**src/rtl/dinit_pkg.sv**
```systemverilog
package dinit_pkg;
  typedef enum logic [2:0] {
    M_OFF    = 3'd0,
    M_NOP    = 3'd1,
    M_PREA   = 3'd2,
    M_MRS    = 3'd3,
    M_EMRS   = 3'd4,
    M_RSVD   = 3'd5,
    M_REF    = 3'd6,
    M_NORMAL = 3'd7
  } mode_e;

  typedef struct packed {
    logic cs_n;
    logic ras_n;
    logic cas_n;
    logic we_n;
  } dcmd_t;

  localparam dcmd_t CMD_IDLE = '{cs_n: 1'b1, ras_n: 1'b1, cas_n: 1'b1, we_n: 1'b1};
  localparam dcmd_t CMD_NOP  = '{cs_n: 1'b0, ras_n: 1'b1, cas_n: 1'b1, we_n: 1'b1};
  localparam dcmd_t CMD_PREA = '{cs_n: 1'b0, ras_n: 1'b0, cas_n: 1'b1, we_n: 1'b0};
  localparam dcmd_t CMD_LMR  = '{cs_n: 1'b0, ras_n: 1'b0, cas_n: 1'b0, we_n: 1'b0};
  localparam dcmd_t CMD_REF  = '{cs_n: 1'b0, ras_n: 1'b0, cas_n: 1'b0, we_n: 1'b1};

  localparam logic [1:0] TYPE_DDR = 2'b01;

  // bring-up codes: every value except off and normal
  function automatic logic is_special(input logic [2:0] m);
    return (m != 3'd0) && (m != 3'd7);
  endfunction

  function automatic dcmd_t mode_cmd(input logic [2:0] m);
    case (mode_e'(m))
      M_NOP:         return CMD_NOP;
      M_PREA:        return CMD_PREA;
      M_MRS, M_EMRS: return CMD_LMR;
      M_REF:         return CMD_REF;
      default:       return CMD_IDLE;
    endcase
  endfunction
endpackage

```
**src/rtl/dinit_cfg.sv**
```systemverilog
module dinit_cfg
  import dinit_pkg::*;
#(
  parameter int NCKE = 2
) (
  input  logic            clk,
  input  logic            rst_n,
  input  logic            cfg_wr,
  input  logic [2:0]      cfg_mode,
  input  logic            cfg_fcs,
  input  logic            sr_enter,
  input  logic            sr_hold,
  output logic [2:0]      mode_q,
  output logic [NCKE-1:0] cke,
  output logic            fast_cs,
  output logic            fcs_err,
  output logic            wr_take
);
  logic fcs_reject;

  assign wr_take    = cfg_wr && !sr_hold;
  assign fcs_reject = wr_take && cfg_fcs && is_special(cfg_mode);

  always_ff @(posedge clk) begin
    if (!rst_n) begin
      mode_q  <= 3'd0;
      cke     <= '0;
      fast_cs <= 1'b0;
      fcs_err <= 1'b0;
    end else begin
      if (sr_enter)
        cke <= '0;
      else if (wr_take && cfg_mode != 3'd0)
        cke <= '1;
      if (wr_take) begin
        mode_q  <= cfg_mode;
        fast_cs <= cfg_fcs && !is_special(cfg_mode);
      end
      if (fcs_reject)
        fcs_err <= 1'b1;
    end
  end
endmodule

```
**src/rtl/dinit_seq.sv**
```systemverilog
module dinit_seq
  import dinit_pkg::*;
#(
  parameter int MRW = 11,
  parameter int RA  = 13,
  parameter int BW  = 2
) (
  input  logic           clk,
  input  logic           rst_n,
  input  logic [2:0]     mode_q,
  input  logic           host_req,
  input  logic [MRW-1:0] host_addr_mr,
  input  logic           suspend_req,
  output dcmd_t          cmd_q,
  output logic [BW-1:0]  ba_q,
  output logic [RA-1:0]  addr_q,
  output logic           host_ack,
  output logic           sr_enter,
  output logic           sr_hold,
  output logic           accept,
  output logic           susp_start
);
  typedef enum logic [1:0] {S_RUN, S_GAP, S_SR, S_HOLD} sst_e;

  localparam int A10 = 10;

  sst_e st;
  logic busy_q, pend_q, susp_any;

  function automatic logic [RA-1:0] addr_for(input logic [2:0] m, input logic [MRW-1:0] ha);
    logic [RA-1:0] r;
    r = '0;
    case (mode_e'(m))
      M_PREA:        r[A10] = 1'b1;
      M_MRS, M_EMRS: r[MRW-1:0] = ha;
      default:       r = '0;
    endcase
    return r;
  endfunction

  function automatic logic [BW-1:0] bank_for(input logic [2:0] m);
    return (mode_e'(m) == M_EMRS) ? BW'(1) : '0;
  endfunction

  assign susp_any   = suspend_req || pend_q;
  assign susp_start = susp_any && !busy_q && st == S_RUN;
  assign accept     = host_req && is_special(mode_q) && !busy_q &&
                      st == S_RUN && !susp_any;
  assign sr_enter   = (st == S_SR);
  assign sr_hold    = (st != S_RUN);

  always_ff @(posedge clk) begin
    if (!rst_n) begin
      cmd_q    <= CMD_IDLE;
      ba_q     <= '0;
      addr_q   <= '0;
      host_ack <= 1'b0;
      busy_q   <= 1'b0;
      pend_q   <= 1'b0;
      st       <= S_RUN;
    end else begin
      cmd_q    <= CMD_IDLE;
      ba_q     <= '0;
      addr_q   <= '0;
      host_ack <= accept;
      busy_q   <= accept || susp_start;
      pend_q   <= (st == S_RUN) && susp_any && !susp_start;
      case (st)
        S_RUN: begin
          if (susp_start) begin
            cmd_q       <= CMD_PREA;
            addr_q[A10] <= 1'b1;
            st          <= S_GAP;
          end else if (accept) begin
            cmd_q  <= mode_cmd(mode_q);
            ba_q   <= bank_for(mode_q);
            addr_q <= addr_for(mode_q, host_addr_mr);
          end
        end
        S_GAP: st <= S_SR;
        S_SR: begin
          cmd_q <= CMD_REF;
          st    <= S_HOLD;
        end
        default: st <= S_HOLD;
      endcase
    end
  end
endmodule

```
**src/rtl/dram_init_xlate.sv**
```systemverilog
module dram_init_xlate
  import dinit_pkg::*;
#(
  parameter int MRW  = 11,
  parameter int RA   = 13,
  parameter int BW   = 2,
  parameter int NCKE = 2
) (
  input  logic            clk,
  input  logic            rst_n,
  input  logic            cfg_wr,
  input  logic [2:0]      cfg_mode,
  input  logic            cfg_fcs,
  input  logic            host_req,
  input  logic [MRW-1:0]  host_addr_mr,
  input  logic            suspend_req,
  output logic [NCKE-1:0] cke,
  output logic            cmd_cs_n,
  output logic            cmd_ras_n,
  output logic            cmd_cas_n,
  output logic            cmd_we_n,
  output logic [BW-1:0]   cmd_ba,
  output logic [RA-1:0]   cmd_addr,
  output logic            host_ack,
  output logic            normal_mode,
  output logic            fast_cs,
  output logic            fcs_err,
  output logic [1:0]      dram_type
);
  logic [2:0] mode_q;
  logic       sr_enter, sr_hold, wr_take, accept, susp_start;
  dcmd_t      cmd_q;

  dinit_cfg #(.NCKE(NCKE)) u_cfg (
    .clk(clk), .rst_n(rst_n), .cfg_wr(cfg_wr), .cfg_mode(cfg_mode),
    .cfg_fcs(cfg_fcs), .sr_enter(sr_enter), .sr_hold(sr_hold),
    .mode_q(mode_q), .cke(cke), .fast_cs(fast_cs), .fcs_err(fcs_err),
    .wr_take(wr_take)
  );

  dinit_seq #(.MRW(MRW), .RA(RA), .BW(BW)) u_seq (
    .clk(clk), .rst_n(rst_n), .mode_q(mode_q), .host_req(host_req),
    .host_addr_mr(host_addr_mr), .suspend_req(suspend_req),
    .cmd_q(cmd_q), .ba_q(cmd_ba), .addr_q(cmd_addr), .host_ack(host_ack),
    .sr_enter(sr_enter), .sr_hold(sr_hold), .accept(accept),
    .susp_start(susp_start)
  );

  assign cmd_cs_n    = cmd_q.cs_n;
  assign cmd_ras_n   = cmd_q.ras_n;
  assign cmd_cas_n   = cmd_q.cas_n;
  assign cmd_we_n    = cmd_q.we_n;
  assign normal_mode = (mode_q == 3'(M_NORMAL));
  assign dram_type   = TYPE_DDR;
endmodule

```
**config.mk**
```make
export PLATFORM = sky130hd
export DESIGN_NAME = dram_init_xlate
export DESIGN_NICKNAME = d
export VERILOG_FILES = /design/src/rtl/dinit_pkg.sv /design/src/rtl/dinit_cfg.sv /design/src/rtl/dinit_seq.sv /design/src/rtl/dram_init_xlate.sv
export SDC_FILE = /design/constraint.sdc
export NUM_CORES = 1
export LEC_CHECK = 0
export ABC_CLOCK_PERIOD_IN_PS = 3300
export BUFFER_PORTS_ARGS = -buffer_cell sky130_fd_sc_hd__buf_2
export CORE_MARGIN = 8
export CORE_UTILIZATION = 40
export DETAILED_ROUTE_END_ITERATION = 8
export HOLD_SLACK_MARGIN = 0.02
export PLACE_DENSITY = 0.77
export SLEW_MARGIN = 20
export SYNTH_ARGS = -nofsm -noshare
export SYNTH_HDL_FRONTEND = slang
export SYNTH_SLANG_ARGS = --single-unit
```
**constraint.sdc**
```tcl
create_clock -name clk -period 3.3 [get_ports clk]
set_clock_uncertainty 0.1 [all_clocks]
set_input_delay 0.165 -clock clk [delete_from_list [all_inputs] [get_ports clk]]
set_output_delay 0.165 -clock clk [all_outputs]
set_load 0.02 [all_outputs]
```
Yosys cells after proc, flatten, opt, wreduce, memory -nomap -nowiden
Index checks and enable logic that the tools add are counted.

word-level totals
  bits in writable memories = 0
  memories = 0
  memory bits (read-only) = 0
  bits in registers = 30
  bits in latches = 0
  bits of input ports = 20
  logic and storage cells = 74
  output and inout bits = 27

operators by class
  add/subtract/negate cells = 0
  div/mod/pow operators = 0
  bitwise operators = 4
  reductions and logical operators = 32
  $mul = 0
  shift operators = 0
  eq/ne operators = 11
  order comparisons = 0
  muxes and demuxes = 11

operators with widths
  kind                  number
  $pmux W4 S4           1
  $logic_and A1 B1 Y1   15
  $mux W11              1
  $mux W10              1
  $eq A3 B3 Y1 const B  3
  $mux W4               2
  $pmux W4 S2           1
  $eq A3 B2 Y1 const B  2
  $ne A3 B3 Y1 const B  2
  $reduce_bool A3 Y1    2
  $logic_not A1 Y1      5
  $reduce_or A5 Y1      1
  $not A1 Y1            4
  $pmux W2 S2           1
  $reduce_or A2 Y1      2
  $reduce_or A4 Y1      1
  $eq A3 B1 Y1 const B  1
  $reduce_or A3 Y1      1
  $eq A2 B1 Y1 const B  1
  $eq A2 B2 Y1 const B  1
  $logic_not A2 Y1      1
  $logic_or A1 B1 Y1    2
  $mux W1               2
  $mux W2               1
  4 further kinds       4

Longest topological paths before layout
  depth after elaboration = 9
  depth in mapped cells = 5
  mapped depth without buffers = 3

Cells and area by module
A second synthesis with hierarchy kept.

unflattened totals
  cells, all modules = 120
  area, all modules = 1,144.8 sq um

modules (own cells, without submodules)
  module           times used  seq. area each (sq um)  cells an instance  area each (sq um)
  dinit_seq        1           420.4                   89                 857.1
  dinit_cfg        1           120.1                   26                 259.0
  dram_init_xlate  1           0.0                     5                  28.8

Worst setup path after synthesis
Ideal clock, no wire load.

  path type = register to register
  start point = register u_seq.pend_q
  end point = register u_seq.addr_q[10]
  stages on the path, launching flop included = 4
  library setup time = 0.084 ns
  required time = 3.116 ns
  arrival time = 1.554 ns
  buffers on the path = 0
  setup slack = 1.561 ns
  clock period less this slack = 1.739 ns
  cell sequence = dfxtp_1 -> or4b_4 -> or4_4 -> o31ai_2

between the ends
  cells in the longest elaborated chain, start to end = 5
  elaborated cells between the ends (all ways) = 7
  classes of those cells = mux (2); reduce/logical (5)

RTL lines
  item                    RTL line         RTL
  from (decl)             dinit_seq.sv:28  logic busy_q, pend_q, susp_any;
  from (signal assigned)  dinit_seq.sv:67  pend_q <= (st == S_RUN) && susp_any && !susp_start;
  $logic_or A1 B1 Y1 *    dinit_seq.sv:45  assign susp_any = suspend_req || pend_q;
  $logic_not A1 Y1        dinit_seq.sv:48  st == S_RUN && !susp_any;
  $logic_and A1 B1 Y1     dinit_seq.sv:48
  $mux W11                dinit_seq.sv:74  end else if (accept) begin
  $mux W1 *               dinit_seq.sv:70  if (susp_start) begin
  to (signal assigned)    dinit_seq.sv:77  addr_q <= addr_for(mode_q, host_addr_mr);
  to (decl)               dinit_seq.sv:16  output logic [RA-1:0] addr_q,

Every way passes the cells marked *; elsewhere a longest branch is shown, timed or not.
A chain may end at the register's enable or synchronous reset.

Final worst setup path
  start point = register u_cfg.mode_q[2]
  end point = register u_seq.addr_q[6]

between the ends
  cells in the longest elaborated chain, start to end = 8
  elaborated cells between the ends (all ways) = 13
  classes of those cells = eq/ne (3); bitwise (2); reduce/logical (8)

RTL lines
  item                                                RTL line         RTL
  from (decl)                                         dinit_cfg.sv:13  output logic [2:0] mode_q,
  from (signal assigned)                              dinit_cfg.sv:36  mode_q <= cfg_mode;
  $ne A3 B3 Y1 or $reduce_bool A3 Y1 (tied branches)  dinit_pkg.sv:30  return (m != 3'd0) && (m != 3'd7);
  $logic_and A1 B1 Y1                                 dinit_pkg.sv:30
  $logic_and A1 B1 Y1 (3 in a row)                    dinit_seq.sv:47  assign accept = host_req && is_special(mode_q) && !busy_q &&
  $logic_and A1 B1 Y1                                 dinit_seq.sv:48
  $not A1 Y1 (no line)                                --
  $reduce_or A5 Y1 (no line) *                        --

Marked as above.

==> reports/qor.csv <==
metric,value,unit
outcome,"complete, no violations",
Clock Latency Late Sink,0.32,ns
Die W,68.14,um
via count,953,
FMAX,523.6,MHz
main combinational cell family by area after synthesis,simple AND/OR/NAND/NOR gates,
Rows,19,
WP data required,3.45,ns
pwr/cell area,436.8,nW/um^2
Final min period,1.910,ns
mux share of post-synthesis cell area,2.762,%
Critical Path Sink Type,flip-flop,
"commonest non-fill, non-tap cell in the layout",buf_2,
Comb pwr share,20.6,%
power share of the sequential group,56.9,%
Hold WS,0.02533,ns
Detailed Place HPWL,1.915,mm
Mapped Cells,119,
layout cells sized above 1,31.18,%
Hold Crit Class,in2reg,
Worst Path Arrival,2.06,ns
Crit Path Max Fanout,10,
maximum number of pins on one net before global-route repair,16,
crit-path cells,"or3b_2, a2111o_1, nor3_1",
DRT Wirelength,2.576,mm
CP top delay family,simple AND/OR/NAND/NOR gates,
Yosys warning total,0,
Setup TNS,0,ns
Initial Util,40.84,%
"commonest cells after routing, fill and taps aside","41 x buf_2, 27 x dfxtp_1, 14 x inv_1, 14 x nor3_1, 14 x dlygate4sd3_1",
global placer's final weighted congestion,0.7795,
Clock Sinks,27,
# Max-Cap Violations,0,
Final Cell Area,1441,sq um
clock share of power,22.5,%
Final Core Density,54.14,%
CTS Hold Bufs,14,
synthesized cell area,1087,sq um
WP buf/inv,0,
core area,2663,sq um
CTS tree,built,
root buf cell,clkbuf_4,
dpl cell area,1274,sq um
maximum VDD drop,0.3027,mV
Crit-path slowest cell,or3b_2,
drt initial violations,23,
# diodes,0,
die area,4642,sq um
Ports,47,
Crit Path Class,reg2reg,
Leakage Power,0.6800,nW
Inserted Clock Buffers,3,
Yosys reg bits,27,
GRT Total Usage,11.13,%
Synth Area in Adders,0,%
Post-CTS Setup Bufs,0,
Int Pwr,0.4453,mW
routed len/inst,12.82,um
r2r setup slk,1.39,ns
ys flop type,dfxtp_1,
"FFs w/ async S/R, synth",0,%
drt first pass iters,3,
Final period util,57.87,%
post-synth cell types,33,
nets@finish,191,
Hold Fails Final Rpt,0,
complex-gate fraction of the synthesized area,14.73,%
sequential fraction of the synthesis area,49.71,%
Layout fillers,246,
Crit path largest cell delay,0.52,ns
Via density,4.741,
Antenna Nets Post-Route,0,
Psw,0.1843,mW
DRC Markers,0,
"Clk pin slew, worst setup/hold paths",0.15,ns
"EDFF count, synth",0,
chip height,68.14,um
total power,0.6296,mW
post-CTS sizing,0,
Sw Share,29.28,%
initial antenna violation count,0,
Avg Inst Size Synth,9.137,sq um
vias in the first global route,967,
Layout area overhead,32.57,%
Clock Tree Buf Depth,2,
Post-Synth Simple-Gate Area,20.94,%
RSZ-0062 raised after global routing,false,
measured slew at the worst slew-check pin,0.8100,ns
Port Buffers,41,
"Setup violations, final",0,
wire length of the first global-routing pass,3.939,mm
Startpoint Class,flip-flop,
H-Tree Level Count,1,
Slew headroom,45.88,%
max-slew violations,0,
grt ovf,0,
Synth Area in XOR/XNOR,0,%
[worst paths after layout]
check                       start         endpoint  cells after the start
setup reg to reg  u_cfg.mode_q[2]  u_seq.addr_q[6]                      3
hold / removal        cfg_mode[2]  u_cfg.mode_q[2]                      3
hold reg to reg     u_cfg.fast_cs    u_cfg.fast_cs                      2
setup / recovery  u_cfg.mode_q[2]  u_seq.addr_q[6]                      3
[layout make-up]
| cell class | count | area, sq um | share of cell area (%) |
|---|---|---|---|
| flip-flops and latches | 27 | 540.5 | 37.50 |
| multi-input cells | 70 | 436.7 | 30.30 |
| repair buffers | 55 | 345.3 | 23.96 |
| inverters | 14 | 52.55 | 3.646 |
| well taps | 31 | 38.79 | 2.691 |
| clock buffers | 3 | 22.52 | 1.563 |
| clock inverters | 1 | 5.005 | 0.3472 |
[cells by family after synthesis]
kind of cell / count (synthesis)
other: 2
and+or+nand+nor: 42
DFF: 27
muxes: 3
buffers and inverters: 25
AOI/OAI and AO/OA: 20
[layer usage]
metal | vias up | routed length [um] | track usage (%)
met2 | 33 | 1178 | 19.34
met1 | 425 | 1121 | 11.91
met4 | 0 | 31 | 5.371
li1 | 493 | - | -
met5 | - | 0 | 0
met3 | 2 | 245 | 3.601
[synthesized netlist by cell type, types with 2 or more instances]
cell type | number | share of area (%)
nand2_1 | 2 | 0.69
or2_2 | 2 | 1.2
buf_4 | 7 | 4.8
clkbuf_1 | 3 | 1.0
a2111oi_0 | 2 | 1.6
o21bai_1 | 2 | 1.4
dfxtp_1 | 27 | 50
nand2b_1 | 2 | 1.2
a21oi_1 | 2 | 0.92
nor2_1 | 11 | 3.8
nand3_1 | 2 | 0.92
mux2i_1 | 3 | 2.8
inv_1 | 14 | 4.8
a211oi_1 | 2 | 1.4
nor2b_1 | 2 | 1.2
nor3_1 | 14 | 6.4
conb_1 | 2 | 0.69
a2111o_1 | 2 | 2.1
o21ai_0 | 4 | 1.8
[through the flow]
stage,setup WS [ns],instances
4_1_cts,1.383,201
3_3_place_gp,1.484,183
5_1_grt,1.268,201
6_report,1.390,201
2_1_floorplan,1.562,122
3_5_place_dp,1.407,183
[state kept, by name, summed over array words and instances, names as in the netlist, 2 cells and up]
| register | cells |
|---|---|
| u_seq.cmd_q | 4 |
| u_cfg.mode_q | 3 |
| u_seq.st | 2 |
| u_seq.addr_q | 11 |
[power groups by stage]
stage	Clock, mW	Sequential [mW]	Combinational (mW)
global placement	0	0.365	0.113
global route	0.160	0.362	0.141
detailed placement	0	0.365	0.116
CTS	0.145	0.358	0.129
floorplan	0	0.375	0.0760
finish	0.142	0.358	0.130
[worst min-delay path, cell delays in order]
cell and delay (ns):
buf_2 0.10, mux2i_1 0.08, nor2_1 0.08
Note: power is estimated with default switching activity, not from simulation.
